$ cat src/rtl/xbz_pkg.sv
package xbz_pkg;
  localparam int NSLOT  = 5;
  localparam int NCS    = 4;
  localparam int SLOT_W = $clog2(NSLOT);

  typedef enum logic [2:0] {
    PH_IDLE  = 3'd0,
    PH_LEAD  = 3'd1,
    PH_ACT   = 3'd2,
    PH_TRAIL = 3'd3,
    PH_DONE  = 3'd4
  } phase_t;

  // zone number served by each configuration slot
  function automatic int slot_zone(int s);
    case (s)
      0: return 0;
      1: return 1;
      2: return 2;
      3: return 6;
      default: return 7;
    endcase
  endfunction

  // chip-select line used by each slot; the last two slots share one
  function automatic int slot_cs(int s);
    return (s < NCS - 1) ? s : NCS - 1;
  endfunction
endpackage

$ cat src/rtl/xbz_zone_decode.sv
module xbz_zone_decode
  import xbz_pkg::*;
#(
  parameter int ZB = 3
) (
  input  logic [ZB-1:0]     zone_num,
  output logic [SLOT_W-1:0] slot_idx,
  output logic              mapped,
  output logic [NCS-1:0]    cs_vec
);
  logic [NSLOT-1:0] slot_hit;

  for (genvar s = 0; s < NSLOT; s++) begin : g_slot
    assign slot_hit[s] = (zone_num == ZB'(slot_zone(s)));
  end

  always_comb begin
    slot_idx = '0;
    cs_vec   = '0;
    for (int s = 0; s < NSLOT; s++) begin
      if (slot_hit[s]) begin
        slot_idx          = SLOT_W'(s);
        cs_vec[slot_cs(s)] = 1'b1;
      end
    end
  end

  assign mapped = |slot_hit;
endmodule

$ cat src/rtl/xbz_phase_seq.sv
module xbz_phase_seq
  import xbz_pkg::*;
#(
  parameter int CW = 4
) (
  input  logic          clk,
  input  logic          rst,
  input  logic          start,
  input  logic          start_mapped,
  input  logic [CW-1:0] len_setup,
  input  logic [CW-1:0] len_wait,
  input  logic [CW-1:0] len_hold,
  input  logic          rdy_en,
  input  logic          ext_ready,
  output phase_t        phase_q,
  output phase_t        phase_d,
  output logic          capture
);
  logic [CW-1:0] cnt_q, cnt_d, len_cur;
  logic          span_end;

  always_comb begin
    case (phase_q)
      PH_LEAD:  len_cur = len_setup;
      PH_ACT:   len_cur = len_wait;
      PH_TRAIL: len_cur = len_hold;
      default:  len_cur = '0;
    endcase
  end

  // cycle count within the phase has reached its length (0 acts as 1)
  assign span_end = (({1'b0, cnt_q} + {{CW{1'b0}}, 1'b1}) >= {1'b0, len_cur});

  always_comb begin
    phase_d = phase_q;
    case (phase_q)
      PH_IDLE:  if (start) phase_d = start_mapped ? PH_LEAD : PH_DONE;
      PH_LEAD:  if (span_end) phase_d = PH_ACT;
      PH_ACT:   if (span_end && (!rdy_en || ext_ready)) phase_d = PH_TRAIL;
      PH_TRAIL: if (span_end) phase_d = PH_DONE;
      default:  phase_d = PH_IDLE;
    endcase
  end

  always_comb begin
    if (phase_d != phase_q) cnt_d = '0;
    else if (&cnt_q)        cnt_d = cnt_q;
    else                    cnt_d = cnt_q + 1'b1;
  end

  always_ff @(posedge clk) begin
    if (rst) begin
      phase_q <= PH_IDLE;
      cnt_q   <= '0;
    end else begin
      phase_q <= phase_d;
      cnt_q   <= cnt_d;
    end
  end

  assign capture = (phase_q == PH_ACT) && (phase_d == PH_TRAIL);

  p_ready_stretch_r7: assert property (@(posedge clk) disable iff (rst)
    (phase_q == PH_ACT && rdy_en && !ext_ready) |=> (phase_q == PH_ACT));

  p_zero_lead_one_cycle_r3: assert property (@(posedge clk) disable iff (rst)
    (phase_q == PH_LEAD && len_setup == '0) |=> (phase_q == PH_ACT));
endmodule

$ cat src/rtl/xbz_pin_reg.sv
module xbz_pin_reg
  import xbz_pkg::*;
#(
  parameter int XAW = 19,
  parameter int XDW = 16
) (
  input  logic           clk,
  input  logic           rst,
  input  phase_t         phase_d,
  input  logic [NCS-1:0] cs_d,
  input  logic           write_d,
  input  logic [XAW-1:0] addr_d,
  input  logic [XDW-1:0] wdata_d,
  output logic [XAW-1:0] ext_addr,
  output logic [XDW-1:0] ext_data_o,
  output logic           ext_data_oe,
  output logic [NCS-1:0] ext_cs_n,
  output logic           ext_rd_n,
  output logic           ext_we_n
);
  logic in_span, in_act;

  assign in_span = (phase_d == PH_LEAD) || (phase_d == PH_ACT) || (phase_d == PH_TRAIL);
  assign in_act  = (phase_d == PH_ACT);

  always_ff @(posedge clk) begin
    if (rst) begin
      ext_addr    <= '0;
      ext_data_o  <= '0;
      ext_data_oe <= 1'b0;
      ext_cs_n    <= '1;
      ext_rd_n    <= 1'b1;
      ext_we_n    <= 1'b1;
    end else begin
      ext_addr    <= addr_d;
      ext_data_o  <= wdata_d;
      ext_data_oe <= in_span && write_d;
      ext_cs_n    <= in_span ? ~cs_d : '1;
      ext_rd_n    <= !(in_act && !write_d);
      ext_we_n    <= !(in_act && write_d);
    end
  end
endmodule

$ cat src/rtl/xbz_ctrl.sv
module xbz_ctrl
  import xbz_pkg::*;
#(
  parameter int XAW = 19,
  parameter int XDW = 16,
  parameter int CW  = 4,
  parameter int ZB  = 3,
  localparam int IAW = XAW + ZB
) (
  input  logic             clk,
  input  logic             rst,
  input  logic             req_valid,
  output logic             req_ready,
  input  logic             req_write,
  input  logic [IAW-1:0]   req_addr,
  input  logic [XDW-1:0]   req_wdata,
  output logic             rsp_valid,
  output logic [XDW-1:0]   rsp_rdata,
  input  logic [NSLOT*CW-1:0] cfg_setup,
  input  logic [NSLOT*CW-1:0] cfg_wait,
  input  logic [NSLOT*CW-1:0] cfg_hold,
  input  logic [NSLOT-1:0] cfg_rdy_en,
  output logic [XAW-1:0]   ext_addr,
  output logic [XDW-1:0]   ext_data_o,
  input  logic [XDW-1:0]   ext_data_i,
  output logic             ext_data_oe,
  output logic [NCS-1:0]   ext_cs_n,
  output logic             ext_rd_n,
  output logic             ext_we_n,
  input  logic             ext_ready
);
  phase_t phase_q, phase_d;
  logic   start, capture, new_mapped;
  logic [SLOT_W-1:0] new_slot, slot_q, slot_d;
  logic [NCS-1:0]    new_cs, cs_q, cs_d;
  logic              write_q, write_d;
  logic [XAW-1:0]    addr_q, addr_d;
  logic [XDW-1:0]    wdata_q, wdata_d, rdata_q;

  assign req_ready = (phase_q == PH_IDLE);
  assign rsp_valid = (phase_q == PH_DONE);
  assign rsp_rdata = rdata_q;
  assign start     = req_valid && req_ready;

  xbz_zone_decode #(.ZB(ZB)) dec_i (
    .zone_num (req_addr[IAW-1:XAW]),
    .slot_idx (new_slot),
    .mapped   (new_mapped),
    .cs_vec   (new_cs)
  );

  assign slot_d  = start ? new_slot            : slot_q;
  assign cs_d    = start ? new_cs              : cs_q;
  assign write_d = start ? req_write           : write_q;
  assign addr_d  = start ? req_addr[XAW-1:0]   : addr_q;
  assign wdata_d = start ? req_wdata           : wdata_q;

  always_ff @(posedge clk) begin
    if (rst) begin
      slot_q  <= '0;
      cs_q    <= '0;
      write_q <= 1'b0;
      addr_q  <= '0;
      wdata_q <= '0;
      rdata_q <= '0;
    end else begin
      slot_q  <= slot_d;
      cs_q    <= cs_d;
      write_q <= write_d;
      addr_q  <= addr_d;
      wdata_q <= wdata_d;
      if (start)                 rdata_q <= '0;
      else if (capture && !write_q) rdata_q <= ext_data_i;
    end
  end

  xbz_phase_seq #(.CW(CW)) seq_i (
    .clk          (clk),
    .rst          (rst),
    .start        (start),
    .start_mapped (new_mapped),
    .len_setup    (cfg_setup[slot_q*CW +: CW]),
    .len_wait     (cfg_wait[slot_q*CW +: CW]),
    .len_hold     (cfg_hold[slot_q*CW +: CW]),
    .rdy_en       (cfg_rdy_en[slot_q]),
    .ext_ready    (ext_ready),
    .phase_q      (phase_q),
    .phase_d      (phase_d),
    .capture      (capture)
  );

  xbz_pin_reg #(.XAW(XAW), .XDW(XDW)) pins_i (
    .clk         (clk),
    .rst         (rst),
    .phase_d     (phase_d),
    .cs_d        (cs_d),
    .write_d     (write_d),
    .addr_d      (addr_d),
    .wdata_d     (wdata_d),
    .ext_addr    (ext_addr),
    .ext_data_o  (ext_data_o),
    .ext_data_oe (ext_data_oe),
    .ext_cs_n    (ext_cs_n),
    .ext_rd_n    (ext_rd_n),
    .ext_we_n    (ext_we_n)
  );

  p_cs_onehot_r2: assert property (@(posedge clk) disable iff (rst)
    $onehot0(~ext_cs_n));

  p_addr_stable_r2: assert property (@(posedge clk) disable iff (rst)
    (!(&ext_cs_n) && $past(!(&ext_cs_n))) |-> $stable(ext_addr));

  p_strobe_in_cs_r4: assert property (@(posedge clk) disable iff (rst)
    (!ext_rd_n || !ext_we_n) |-> !(&ext_cs_n));

  p_one_strobe_r4: assert property (@(posedge clk) disable iff (rst)
    !(!ext_rd_n && !ext_we_n));

  p_no_drive_on_read_r5: assert property (@(posedge clk) disable iff (rst)
    ext_data_oe |-> ext_rd_n);

  p_idle_pins_r1: assert property (@(posedge clk) disable iff (rst)
    req_ready |-> (&ext_cs_n && ext_rd_n && ext_we_n && !ext_data_oe));

  p_rsp_then_ready_r8: assert property (@(posedge clk) disable iff (rst)
    rsp_valid |=> (req_ready && !rsp_valid));
endmodule

$ cat config.mk
export PLATFORM = sky130hd
export DESIGN_NAME = xbz_ctrl
export DESIGN_NICKNAME = d
export VERILOG_FILES = /design/src/rtl/xbz_pkg.sv /design/src/rtl/xbz_zone_decode.sv /design/src/rtl/xbz_phase_seq.sv /design/src/rtl/xbz_pin_reg.sv /design/src/rtl/xbz_ctrl.sv
export SDC_FILE = /design/constraint.sdc
export NUM_CORES = 1
export LEC_CHECK = 0
export BUFFER_PORTS_ARGS = -buffer_cell sky130_fd_sc_hd__buf_2
export CAP_MARGIN = 20
export CORE_MARGIN = 5
export CORE_UTILIZATION = 50
export DETAILED_ROUTE_END_ITERATION = 6
export GPL_ROUTABILITY_DRIVEN = 0
export GPL_TIMING_DRIVEN = 0
export HOLD_SLACK_MARGIN = 0.03
export PLACE_DENSITY = 0.89
export SLEW_MARGIN = 10
export SYNTH_ARGS = -nofsm -noshare
export SYNTH_HDL_FRONTEND = slang
export SYNTH_HIERARCHICAL = 1
export SYNTH_SLANG_ARGS = --single-unit
$ cat constraint.sdc
create_clock -name clk -period 4.3 [get_ports clk]
set_input_delay 0.86 -clock clk [delete_from_list [all_inputs] [get_ports clk]]
set_output_delay 0.86 -clock clk [all_outputs]
set_load 0.03 [all_outputs]
# Word-level counts from Yosys, hierarchy flattened
# Cells that the tools add are included.
[classes]
div_mod_pow = 0
add_sub_neg = 2
mul = 0
magnitude_cmp = 2
bitwise_logic = 2
mux = 20
n_eq_ne = 12
shifts = 3
reduce_logical = 22
[op_table]
columns = ["op", "n"]
rows = [
  ["20-bit by 6-bit variable part select with 4-bit output", 3],
  ["3-bit 2-to-1 mux", 6],
  ["3-bit by 2-bit == test with 1-bit output (second input constant)", 5],
  ["3-bit one-hot mux with 4 select lines", 1],
  ["4-bit one-hot mux with 3 select lines", 1],
  ["3-bit by 1-bit == test with 1-bit output (second input constant)", 3],
  ["3-bit == test (second input constant)", 3],
  ["1-bit 2-to-1 mux", 8],
  ["1-bit logical AND", 7],
  ["3-bit zero test", 2],
  ["2-bit OR reduction", 3],
  ["4-bit by 1-bit adder with 5-bit output (second input constant)", 1],
  ["5-bit by 4-bit >= comparator with 1-bit output", 1],
  ["1-bit zero test", 5],
  ["5-bit OR reduction", 1],
  ["4-bit by 1-bit adder with 4-bit output (second input constant)", 1],
  ["3-bit by 4-bit less-than comparator with 1-bit output (second input constant)", 1],
  ["2-bit 2-to-1 mux", 2],
  ["4-bit 2-to-1 mux", 1],
  ["4-bit inverter", 1],
  ["4-bit AND reduction", 1],
  ["1-bit binary-select mux with 3-bit select", 1],
  ["1-bit logical OR", 3],
  ["3-bit inequality test", 1],
  ["1-bit inverter", 1],
]
[word_totals]
out_inout_bits = 60
mem_count = 0
latchBits = 0
rom_bits = 0
regBits = 73
ram_bits = 0
input_bits = 124

# Logic depth before layout (Yosys ltp)
# Gate-level depths: netlist of run 1.
[logic_depth]
ltp_word = 12
mapped_depth = 18

# Modules after synthesis
# Netlist of run 1, hierarchy kept.
[by_module_without_submodules]
columns = ["mod", "n_inst", "area_each_um2", "cells_per_inst"]
rows = [
  ["xbz_ctrl", 1, 2945.3, 274],
  ["xbz_pin_reg", 1, 1169.9, 90],
  ["xbz_phase_seq", 1, 636.9, 73],
  ["xbz_zone_decode", 1, 81.3, 9],
]

# Worst setup path before layout of run 1
# OpenSTA, ideal clock, no wires.
[synth_timing]
path_kind = "input to register"
start = "input cfg_hold[4]"
end = "register rdata_q[10] (netlist: rsp_rdata[10])"
n_path_buf = 2
required_time_ns = 4.230
slack_ns = 0.564
cell_stages = 15
setup_time_ns = 0.070
t_arrival_ns = 3.666
path_cell_list = "mux2_2 a221o_1 mux2_2 a22oi_1 nor2_1 ha_1 or3b_1 o2111a_1 o21ai_1 inv_1 nand2b_1 clkbuf_1 clkbuf_1 nand2_1 a21oi_1"
[synth_via]
elab_chain_len = 9
elab_cells_between_ends = 11
[synth_lines]
columns = ["element", "line", "text"]
rows = [
  ["start: declaration", "xbz_ctrl.sv:21", "input logic [NSLOT*CW-1:0] cfg_hold,"],
  ["20-bit by 6-bit variable part select with 4-bit output *", "xbz_ctrl.sv:84", ".len_hold (cfg_hold[slot_q*CW +: CW]),"],
  ["4-bit one-hot mux with 3 select lines *", "xbz_phase_seq.sv:23", "case (phase_q)"],
  ["5-bit by 4-bit >= comparator with 1-bit output *", "xbz_phase_seq.sv:32", "assign span_end = (({1'b0, cnt_q} + {{CW{1'b0}}, 1'b1}) >= {1'b0, len_cur});"],
  ["1-bit logical AND", "xbz_phase_seq.sv:39", "PH_ACT: if (span_end && (!rdy_en || ext_ready)) phase_d = PH_TRAIL;"],
  ["3-bit 2-to-1 mux", "xbz_phase_seq.sv:39", ""],
  ["3-bit one-hot mux with 4 select lines *", "xbz_phase_seq.sv:36", "case (phase_q)"],
  ["3-bit by 2-bit == test with 1-bit output *", "xbz_phase_seq.sv:61", "assign capture = (phase_q == PH_ACT) && (phase_d == PH_TRAIL);"],
  ["1-bit logical AND *", "xbz_phase_seq.sv:61", ""],
  ["net capture", "xbz_ctrl.sv:33", "logic start, capture, new_mapped;"],
  ["1-bit logical AND *", "xbz_ctrl.sv:73", "else if (capture && !write_q) rdata_q <= ext_data_i;"],
  ["end signal: assignment", "xbz_ctrl.sv:73", ""],
  ["end: declaration", "xbz_ctrl.sv:38", "logic [XDW-1:0] wdata_q, wdata_d, rdata_q;"],
]
# The timed path passes the listed nets; every way through them passes the cells marked *.
# A chain may end at the register's enable or synchronous reset.

# Worst setup path after layout of run 1
[layout_timing]
start = "register slot_q[0]"
end = "register rdata_q[14] (netlist: rsp_rdata[14])"
[layout_via]
elab_chain_len = 10
elab_cells_between_ends = 17
[layout_lines]
columns = ["element", "line", "text"]
rows = [
  ["start: declaration", "xbz_ctrl.sv:34", "logic [SLOT_W-1:0] new_slot, slot_q, slot_d;"],
  ["start signal: assignment", "xbz_ctrl.sv:67", "slot_q <= slot_d;"],
  ["branches (longest 6 deep; another with 5-bit by 4-bit >= comparator with 1-bit output)", "-", ""],
  ["3-bit one-hot mux with 4 select lines *", "xbz_phase_seq.sv:36", ""],
  ["3-bit by 2-bit == test with 1-bit output *", "xbz_phase_seq.sv:61", ""],
  ["1-bit logical AND *", "xbz_phase_seq.sv:61", ""],
  ["net capture", "xbz_ctrl.sv:33", ""],
  ["1-bit logical AND *", "xbz_ctrl.sv:73", ""],
]
# Mark *: on every way through the listed nets, which the timed path passes. The select of a mux whose other input is x is not followed.

==> flow_summary_export.csv, run 1 <==
group,metric,value,unit
grt,grtUsageMet3,0.0478,
sta,fin_tns_setup,0,ns
setup_path,critPathKind,"reg2reg",
min_path,whs_path_depth,2,
drt,wire_per_inst,15.1,microns
grt,grt_pass1_vias,4068,
drt,ant_nets,0,
floorplan,fp.dieArea,11700,sq um
clock_tree,holdBufCountCts,0,
grt,grt_max_degree,21,
grt,top_usage_layer,"met2",
outcome,status,"completed",
floorplan,die_w,108,microns
run,maxCapViolations,0,
setup_path,slowest_stage,"or3b_1",
clock_tree,cts-buffers-inserted,9,
clock_tree,cts_buffer_depth,2,
sta,maxSlewViolCount,0,
drt,drt_iter0_markers,123,
clock_tree,clk_pin_slew_worst_paths,0.10,ns
sta,period_needed,3.95,ns
setup_path,reg2regPathDepth,17,
yosys,yosys_warnings,6,
yosys,synth_seq_cells,108,
clock_tree,cts_tree,"built",
yosys,synth_area,4830,sq um
setup_path,setup.worst_path.start,"slot_q[0]$_SDFFE_PP0P_",
grt,met2_usage,0.370,
floorplan,fp.dieH,108,microns
clock_tree,clock_latency,0.36,ns
setup_path,critPathMaxFanout,10,
grt,grt_pass1_wl,18.7,mm
sta,rsz0062_at_grt,"no",
yosys,avgSynthCellArea,10.8,sq um
final_layout,diodes,0,
floorplan,rows,35,
sta,setup_viol,0,
final_layout,fillers,749,
sta,setup_ws,0.347,ns
final_layout,final_cell_mix,"186 x buf_2, 108 x dfxtp_1, 38 x nand2_1, 37 x nor2b_1",
final_layout,drive_gt1_frac,0.450,
sta,hold_viol_final,0,
final_layout,nets,768,
setup_path,startpoint_type,"flip-flop",
sta,finalCritPeriodShare,0.919,
placement,dp_hpwl,9.19,mm
yosys,dominantRegCellSynth,"dfxtp_1",
clock_tree,cts.sinks,108,
floorplan,core,9330,sq um
yosys,synth_edf_count,0,
placement,numPortBuffers,183,
power,finalPower,0.00338,W
yosys,syn_inst,446,
setup_path,crit_path_end_kind,"flip-flop",
sta,tightest_slew,0.757,ns
floorplan,initial_core_util,0.518,
final_layout,final_common_cell,"buf_2",
clock_tree,cts_setup_buffers,0,
sta,fmax,0.253,GHz
min_path,hold_path.class,"reg2reg",
drt,wl,11.6,mm
setup_path,worst-path-buf-inv,5,
yosys,syn_nets,575,
sta,worst_clock_skew,0.0139,ns
yosys,yosysUniqueCellTypes,50,
grt,antenna_found_initial,0,
grt,met1_usage,0.223,
final_layout,area_growth,26.7,%
final_layout,utilization,0.657,
setup_path,timing.rr.start,"slot_q[0]$_SDFFE_PP0P_",
drt,drtPass1Iterations,4,
setup_path,required,4.56,ns
setup_path,cp_num_cells,17,
yosys,synth-async-reset-ratio,0,
min_path,hp-start,"rsp_rdata[9]$_SDFFE_PP0P_",
placement,pre_cts_slack,0.139,ns
sta,relSlewSlack,0.493,
setup_path,crit_chain,"buf_2 -> clkbuf_4 -> mux2_2 -> a221o_1 -> mux2_2 -> a22oi_1 -> nor2_1 -> ha_1 -> or3b_1 -> o2111a_1 -> o21ai_1 -> inv_1 -> nor2b_1 -> clkbuf_1 -> clkbuf_1 -> nand2_1 -> a21oi_1",
clock_tree,htreeDepth,3,
setup_path,worstPathArrival,4.21,ns
setup_path,critPathTopFamily,"buffers and inverters",
clock_tree,cts_root_buffer,"clkbuf_8",
yosys,yosysSeqAreaShare,0.447,
setup_path,slowest_delay,0.41,ns
clock_tree,postCtsResizedCells,0,
power,p_leak,2.91,nW
grt,grt.total_usage,0.200,
drt,drc,0,
drt,vias,3879,
power,power_density,552,nW/um^2
power,irDropWorstVdd,0.225,mV
drt,viasPerCell,5.02,
grt,gr-total-overflow,0,
floorplan,io-pin-count,184,
==> layout make-up <==
cell class / count / area [sq um] / share of cell area
clock buffer: 10 / 128 / 0.0208
timing repair buffer: 183 / 916 / 0.150
inverter: 3 / 11.3 / 0.00184
tap: 129 / 161 / 0.0263
clock inverter: 6 / 82.6 / 0.0135
sequential: 108 / 2160 / 0.353
multi-input combinational: 309 / 2500 / 0.408
buffer: 25 / 166 / 0.0272
==> cell usage after synthesis, types with 5 or more instances <==
cell type	number	area, sq um
and2b_1	36	270
clkbuf_1	13	48.8
nor3_1	7	35.0
nand3_1	7	35.0
buf_6	8	90.1
a221o_1	12	120
ha_1	5	62.6
nor2b_1	37	231
mux2_2	21	236
nand2_1	38	143
a21oi_1	18	90.1
mux2i_1	17	170
dfxtp_1	108	2160
nor2_1	20	75.1
and2b_2	5	43.8
mux2_4	36	541
nor3b_1	5	37.5
==> per-layer routing <==
| metal | vias up | part of all wire |
|---|---|---|
| met2 | 167 | 0.51 |
| met3 | 24 | 0.075 |
| met1 | 1774 | 0.39 |
| li1 | 1914 | - |
| met4 | 0 | 0.023 |
| met5 | - | 0 |
==> where the power goes <==
| part | internal [W] | switching (W) | total, W |
|---|---|---|---|
| sequential | 0.00118 | 0.0000759 | 0.00126 |
| clock | 0.000282 | 0.000352 | 0.000634 |
| combinational | 0.000719 | 0.000774 | 0.00149 |
==> stage by stage <==
step	area [sq um]	std cells	hold slack [ns]
2_1_floorplan	4830	446	0.506
3_3_place_gp	5910	758	0.440
3_5_place_dp	5910	758	0.443
4_1_cts	6120	774	0.458
5_1_grt	6130	773	0.480
6_report	6130	773	0.455
==> worst register-to-register path: cells and delay by family (launching register included) <==
kind / cells / cell delay (ns)
multiplexers: 2 / 0.61
adder cells (fa/ha/maj): 1 / 0.28
flip-flops: 1 / 0.32
AO/OA/AOI/OAI: 5 / 0.93
buffers and inverters: 5 / 0.98
AND/OR/NAND/NOR: 4 / 0.73
==> cell families (layout without fill, tap and decap cells) <==
kind of cell	Yosys count	count (layout)	share of synthesized area
adder cells (fa/ha/maj)	5	5	0.0129
flip-flops	108	108	0.447
AO/OA/AOI/OAI	50	50	0.0784
multiplexers	75	75	0.201
buffers and inverters	29	227	0.0368
XOR/XNOR	3	3	0.00544
AND/OR/NAND/NOR	176	176	0.218
==> registers in the layout, indices dropped and copies added (netlist names) <==
| name | count |
|---|---|
| slot_q | 3 |
| write_q | 1 |
| rsp_rdata | 16 |
| pins_i/ext_we_n | 1 |
| pins_i/ext_data_o | 16 |
| pins_i/ext_addr | 19 |
| seq_i/phase_q | 3 |
| pins_i/ext_rd_n | 1 |
| addr_q | 19 |
| wdata_q | 16 |
| pins_i/ext_cs_n | 4 |
| pins_i/ext_data_oe | 1 |
| cs_q | 4 |
| seq_i/cnt_q | 4 |
==> worst paths after layout <==
check / slack [ns] / endpoint
worst max register to register: 0.35 / rsp_rdata[14]$_SDFFE_PP0P_
worst max-delay path: 0.35 / rsp_rdata[14]$_SDFFE_PP0P_
worst min-delay path: 0.46 / rsp_rdata[9]$_SDFFE_PP0P_
worst min register to register: 0.46 / rsp_rdata[9]$_SDFFE_PP0P_
Note: power is estimated with default switching activity, not from simulation.
==> run 2: changes to the inputs <==
--- a/config.mk
+++ b/config.mk
@@ -14,6 +14,7 @@
 export GPL_TIMING_DRIVEN = 0
 export HOLD_SLACK_MARGIN = 0.03
 export PLACE_DENSITY = 0.89
+export SETUP_SLACK_MARGIN = 0.4
 export SLEW_MARGIN = 10
 export SYNTH_ARGS = -nofsm -noshare
 export SYNTH_HDL_FRONTEND = slang
==> run 2 against run 1 <==
Net effect:
- via count is 0.46% lower
- largest cell class unchanged
- global-route usage stayed put
- first-iteration DRC count is 2.4% higher
- final cell count is 0.13% higher
- sequential power hardly changed
==> flow_summary_export.csv, run 2 (synthesized netlist as in run 1, its figures left out) <==
group,metric,value,unit
sta,fin_tns_setup,0,ns
final_layout,top_regs,"addr_q: 19 flops, pins_i/ext_addr: 19 flops",
run,maxCapViolations,0,
grt,gr-total-overflow,0,
floorplan,io-pin-count,184,
clock_tree,cts_root_buffer,"clkbuf_8",
final_layout,final_cells,774,
setup_path,timing.rr.start,"slot_q[0]$_SDFFE_PP0P_",
clock_tree,clock_latency,0.37,ns
setup_path,worstPathArrival,3.92,ns
power,power_density,552,nW/um^2
setup_path,crit_path_end_kind,"flip-flop",
sta,maxSlewViolCount,0,
drt,wire_per_inst,15.1,microns
floorplan,initial_core_util,0.518,
clock_tree,cts_buffer_depth,2,
setup_path,critPathKind,"reg2reg",
grt,antenna_found_initial,0,
clock_tree,clk_pin_slew_worst_paths,0.10,ns
floorplan,die_w,108,microns
power,combPwrFrac,0.444,
drt,viasPerCell,4.99,
outcome,status,"completed",
sta,worst_clock_skew,0.0135,ns
power,irDropWorstVdd,0.225,mV
drt,drtPass1Iterations,4,
placement,numPortBuffers,183,
sta,relSlewSlack,0.494,
grt,grt_pass1_wl,18.7,mm
sta,tightest_slew,0.756,ns
setup_path,setup.worst_path.start,"slot_q[0]$_SDFFE_PP0P_",
sta,hold_viol_final,0,
drt,drt_iter0_markers,126,
drt,vias,3861,
clock_tree,cts_setup_buffers,0,
floorplan,rows,35,
drt,ant_nets,0,
final_layout,diodes,0,
clock_tree,cts-buffers-inserted,9,
sta,finalCritPeriodShare,0.851,
sta,fmax,0.273,GHz
placement,pre_cts_slack,0.139,ns
final_layout,nets,769,
final_layout,final_common_cell,"buf_2",
setup_path,startpoint_type,"flip-flop",
clock_tree,cts_tree,"built",
power,pwr-share-clk,0.186,
drt,drc,0,
min_path,hp-start,"rsp_rdata[12]$_SDFFE_PP0P_",
sta,setup_ws,0.641,ns
sta,period_needed,3.66,ns
drt,wl,11.7,mm
setup_path,required,4.56,ns
grt,grt_pass1_vias,4067,
power,p_leak,2.94,nW
placement,dp_hpwl,9.19,mm
clock_tree,cts.sinks,108,
placement,dp_cells,758,
sta,setup_viol,0,
power,intPower,0.00219,W
sta,rsz0062_at_grt,"no",
power,p_seq_frac,0.369,
final_layout,drive_gt1_frac,0.459,
final_layout,final_cell_mix,"183 x buf_2, 108 x dfxtp_1, 38 x nand2_1, 37 x nor2b_1",
clock_tree,holdBufCountCts,0,
grt,grt.total_usage,0.200,
min_path,hold_path.class,"reg2reg",
grt,grt_max_degree,21,
power,power_switching,0.00121,W
final_layout,area_growth,27.5,%
final_layout,fillers,749,
clock_tree,htreeDepth,3,
floorplan,fp.dieArea,11700,sq um
power,p_sw_frac,0.356,
setup_path,critPathMaxFanout,10,
floorplan,fp.dieH,108,microns
floorplan,core,9330,sq um
-- run 2: cell types whose count changed in the layout (fill, tap and decap cells not counted), moves of 2 or more --
cell      change
clkbuf_1      -4
clkbuf_2      +4
buf_2         -3
buf_4         +2
-- run 2: path summary, 6_finish.rpt --
| kind | to | cells after the start | slack (ns) |
|---|---|---|---|
| worst max-delay path | rsp_rdata[11]$_SDFFE_PP0P_ | 17 | 0.64 |
| worst min-delay path | rsp_rdata[12]$_SDFFE_PP0P_ | 2 | 0.46 |
| worst max register to register | rsp_rdata[11]$_SDFFE_PP0P_ | 17 | 0.64 |
| worst min register to register | rsp_rdata[12]$_SDFFE_PP0P_ | 2 | 0.46 |
-- run 2: per-stage QoR --
step / hold slack, ns / power (W) / util / area (sq um)
final: 0.457 / 0.00340 / 0.660 / 6160
after global routing: 0.480 / 0.00361 / 0.660 / 6160
after CTS: 0.458 / 0.00341 / 0.658 / 6130
after detailed placement: 0.443 / 0.00277 / 0.634 / 5910
after global placement: 0.440 / 0.00271 / 0.634 / 5910
after floorplan: 0.506 / 0.00242 / - / 4830
-- run 2: cell type report --
type | count | area [sq um] | area share
Multi-Input combinational cell | 309 | 2500 | 0.406
Inverter | 3 | 11.3 | 0.00183
Tap cell | 129 | 161 | 0.0262
Clock inverter | 6 | 82.6 | 0.0134
Timing Repair Buffer | 183 | 916 | 0.149
Sequential cell | 108 | 2160 | 0.351
Buffer | 26 | 198 | 0.0321
Clock buffer | 10 | 128 | 0.0207
-- run 2: power by group through the flow --
stage / combinational (W) / sequential, W / clock [W]
2_1_floorplan: 0.000984 / 0.00144 / 0
3_3_place_gp: 0.00144 / 0.00127 / 0
3_5_place_dp: 0.00149 / 0.00128 / 0
4_1_cts: 0.00150 / 0.00126 / 0.000649
5_1_grt: 0.00163 / 0.00127 / 0.000698
6_report: 0.00151 / 0.00126 / 0.000634
-- run 2: routing by layer --
layer	vias to the layer above	GRT usage	part of all wire
li1	1920	-	-
met1	1763	0.222	0.39
met2	156	0.371	0.52
met3	22	0.0478	0.071
met4	0	0.0685	0.024
met5	-	0	0
-- run 2: worst max-delay path: stages (launching register included) --
cell,delay [ns]
dfxtp_1,0.33
buf_4,0.18
buf_8,0.17
mux2_2,0.33
a221o_1,0.31
mux2_2,0.26
a22oi_1,0.13
nor2_1,0.06
ha_1,0.28
or3b_1,0.42
o2111a_1,0.20
o21ai_2,0.20
inv_1,0.07
nor2b_1,0.14
clkbuf_2,0.15
clkbuf_4,0.19
nand2_1,0.07
a21oi_1,0.06
-- run 2: what timing repair did --
action | CTS | global route
gates cloned | 0 | 0
pin swaps | 0 | 0
endpoints found under the setup margin | 10 | 22
resized for setup | 6 | 17
==> run 3: changes to the inputs <==
--- a/config.mk
+++ b/config.mk
@@ -5,10 +5,11 @@
 export SDC_FILE = /design/constraint.sdc
 export NUM_CORES = 1
 export LEC_CHECK = 0
+export ABC_AREA = 1
 export BUFFER_PORTS_ARGS = -buffer_cell sky130_fd_sc_hd__buf_2
 export CAP_MARGIN = 20
 export CORE_MARGIN = 5
-export CORE_UTILIZATION = 50
+export CORE_UTILIZATION = 51
 export DETAILED_ROUTE_END_ITERATION = 6
 export GPL_ROUTABILITY_DRIVEN = 0
 export GPL_TIMING_DRIVEN = 0
==> run 3 against run 2 <==
Net effect:
- flip-flop and latch count unchanged
- sequential share of layout area shrank 1.8 points
- critical path depth grew 5
- highest routed layer unchanged
- synthesized cell count is 80% higher
- global-route usage increased by 1.1 points
- clock power shrank 8.2%
- clock skew decreased by 0.0019 ns
- largest power group unchanged
- first-iteration DRC count grew to 2.8 times the previous value
- combinational power up 48%
- via count grew 37%
- non-clock buffer count grew 14
- final cell count increased by 47%
- critical endpoint is now rsp_rdata[13]$_SDFFE_PP0P_
==> flow_summary_export.csv, run 3 <==
group,metric,value,unit
outcome,status,"completed",
floorplan,initial_core_util,0.514,
clock_tree,cts_tree,"built",
placement,numPortBuffers,182,
sta,tightest_slew,0.513,ns
yosys,yosys-top-cells-area,"dfxtp_1 41%, nand2_1 15%, inv_1 13%, nor2_1 7.2%, nand3_1 6.6%",
sta,maxSlewViolCount,0,
yosys,synth_xor_area_frac,0.00502,
floorplan,io-pin-count,184,
yosys,synth-async-reset-ratio,0,
grt,grt_pass1_vias,4828,
yosys,syn_inst,803,
yosys,syn_nets,932,
floorplan,fp.dieArea,12400,sq um
power,intPower,0.00223,W
yosys,synth-adder-area-share,0.0120,
final_layout,area_growth,24.2,%
clock_tree,cts.sinks,108,
drt,wire_per_inst,11.7,microns
sta,finalCritPeriodShare,0.761,
grt,grt_pass1_wl,22.0,mm
setup_path,required,4.61,ns
clock_tree,cts_setup_buffers,0,
power,combPwrFrac,0.528,
yosys,synth_compound_area_frac,0.0239,
drt,vias,5286,
power,p_seq_frac,0.335,
drt,drtPass1Iterations,5,
final_layout,drive_gt1_frac,0.240,
sta,period_needed,3.27,ns
floorplan,core,10200,sq um
floorplan,die_w,111,microns
yosys,muxShareOfSynthArea,0.00191,
yosys,yosysSeqAreaShare,0.413,
yosys,yosys_warnings,6,
clock_tree,htreeDepth,3,
yosys,dominantRegCellSynth,"dfxtp_1",
clock_tree,postCtsResizedCells,0,
final_layout,final_cell_mix,"204 x nand2_1, 190 x buf_2, 179 x inv_1, 108 x dfxtp_1, 101 x nor2_1",
placement,dp_cells,1121,
grt,grt.total_usage,0.211,
clock_tree,cts_buffer_depth,2,
yosys,synth.most_common_cell,"nand2_1",
final_layout,top_regs,"addr_q: 19 flops, pins_i/ext_addr: 19 flops",
placement,dp_hpwl,10.2,mm
floorplan,fp.dieH,111,microns
setup_path,startpoint_type,"flip-flop",
min_path,hold_path.class,"reg2reg",
final_layout,nets,1125,
yosys,synth_edf_count,0,
grt,grt_max_degree,20,
power,finalPower,0.00423,W
power,p_leak,3.78,nW
yosys,synth_top_area_frac,0.413,
drt,wl,13.4,mm
sta,rsz0062_at_grt,"no",
placement,place_area,6310,sq um
power,power_switching,0.00200,W
power,irDropWorstVdd,0.396,mV
sta,relSlewSlack,0.658,
drt,drt_iter0_markers,351,
drt,drc,0,
setup_path,worstPathArrival,3.58,ns
setup_path,crit_path_end_kind,"flip-flop",
yosys,synth-simple-area-share,0.368,
sta,setup_viol,0,
sta,hold_ws,0.466,ns
sta,hold_viol_final,0,
clock_tree,holdBufCountCts,0,
run,maxCapViolations,0,
power,p_sw_frac,0.473,
clock_tree,cts-buffers-inserted,9,
sta,fin_tns_setup,0,ns
clock_tree,clock_latency,0.37,ns
yosys,synthTopCellsByCount,"204 x nand2_1, 179 x inv_1, 108 x dfxtp_1",
final_layout,final_common_cell,"nand2_1",
floorplan,rows,37,
yosys,yosysUniqueCellTypes,28,
yosys,yosysTopAreaCell,"dfxtp_1",
yosys,avgSynthCellArea,6.51,sq um
final_layout,finalInstanceArea,6500,sq um
sta,worst_clock_skew,0.0116,ns
yosys,synth_area,5230,sq um
grt,antenna_found_initial,0,
sta,fmax,0.306,GHz
final_layout,final_cells,1138,
setup_path,critPathMaxFanout,10,
power,pwr-share-clk,0.138,
yosys,synth_top_family_by_area,"simple AND/OR/NAND/NOR gates",
drt,viasPerCell,4.64,
grt,gr-total-overflow,0,
setup_path,critPathKind,"reg2reg",
clock_tree,cts_root_buffer,"clkbuf_8",
yosys,synth_seq_cells,108,
setup_path,reg2reg_slack,1.03,ns
clock_tree,clk_pin_slew_worst_paths,0.11,ns
power,power_density,651,nW/um^2
drt,ant_nets,0,
-- run 3: changes by cell type after synthesis, sizes merged, moves of 38 or more --
cell   change
inv      +180
nor2b     -38
and2b     -41
nand3     +64
nand4     +40
nand2    +174
nor2      +88
mux2      -57
-- run 3: cells by family after synthesis --
group	after synthesis
AO/OA/AOI/OAI	22
XOR/XNOR	3
adder cells (fa/ha/maj)	5
buffers and inverters	227
flip-flops	108
multiplexers	1
AND/OR/NAND/NOR	437
-- run 3: critical path, stage by stage, from the launching register on --
cell	delay, ns
dfxtp_1	0.32
buf_4	0.16
clkinv_1	0.23
buf_2	0.27
nand2_1	0.10
nand3_1	0.07
nand3_1	0.12
nand2_1	0.06
inv_1	0.05
nor2_1	0.04
a221oi_1	0.29
ha_1	0.29
nand2_1	0.06
inv_1	0.04
nand2_1	0.12
nand2_4	0.07
nand2_2	0.07
inv_1	0.05
buf_2	0.16
nand2_1	0.19
buf_2	0.25
nand2_1	0.07
a21oi_1	0.13
-- run 3: worst paths after layout --
kind	start	cells after the start	end
hold reg to reg	rsp_rdata[0]$_SDFFE_PP0P_	2	rsp_rdata[0]$_SDFFE_PP0P_
hold / removal	rsp_rdata[0]$_SDFFE_PP0P_	2	rsp_rdata[0]$_SDFFE_PP0P_
setup / recovery	slot_q[0]$_SDFFE_PP0P_	22	rsp_rdata[13]$_SDFFE_PP0P_
setup reg to reg	slot_q[0]$_SDFFE_PP0P_	22	rsp_rdata[13]$_SDFFE_PP0P_
-- run 3: cell type report --
class | count | area [sq um]
buffer | 41 | 224
multi-input combinational | 468 | 2150
tap | 136 | 170
inverter | 186 | 698
fill | 975 | 3690
antenna | 1 | 2.50
clock buffer | 9 | 124
sequential | 108 | 2160
clock inverter | 7 | 58.8
timing repair buffer | 182 | 911
-- run 3: stage by stage --
stage	setup WS [ns]	utilization
floorplan	1.48	-
global placement	1.09	0.620
detailed placement	1.08	0.620
CTS	1.07	0.638
global route	0.754	0.638
finish	1.03	0.638
-- run 3: power by group through the flow --
| stage | Sequential [W] | Clock [W] | Combinational [W] |
|---|---|---|---|
| floorplan | 0.00171 | 0 | 0.00140 |
| global placement | 0.00143 | 0 | 0.00217 |
| detailed placement | 0.00143 | 0 | 0.00221 |
| CTS | 0.00141 | 0.000599 | 0.00223 |
| global route | 0.00144 | 0.000636 | 0.00255 |
| finish | 0.00141 | 0.000582 | 0.00223 |
-- run 3: routing by layer --
| layer | vias to the layer above | track usage | share of wire |
|---|---|---|---|
| li1 | 2780 | - | - |
| met2 | 172 | 0.355 | 0.47 |
| met4 | 0 | 0.0552 | 0.023 |
| met1 | 2305 | 0.270 | 0.43 |
| met5 | - | 0 | 0 |
| met3 | 29 | 0.0529 | 0.070 |
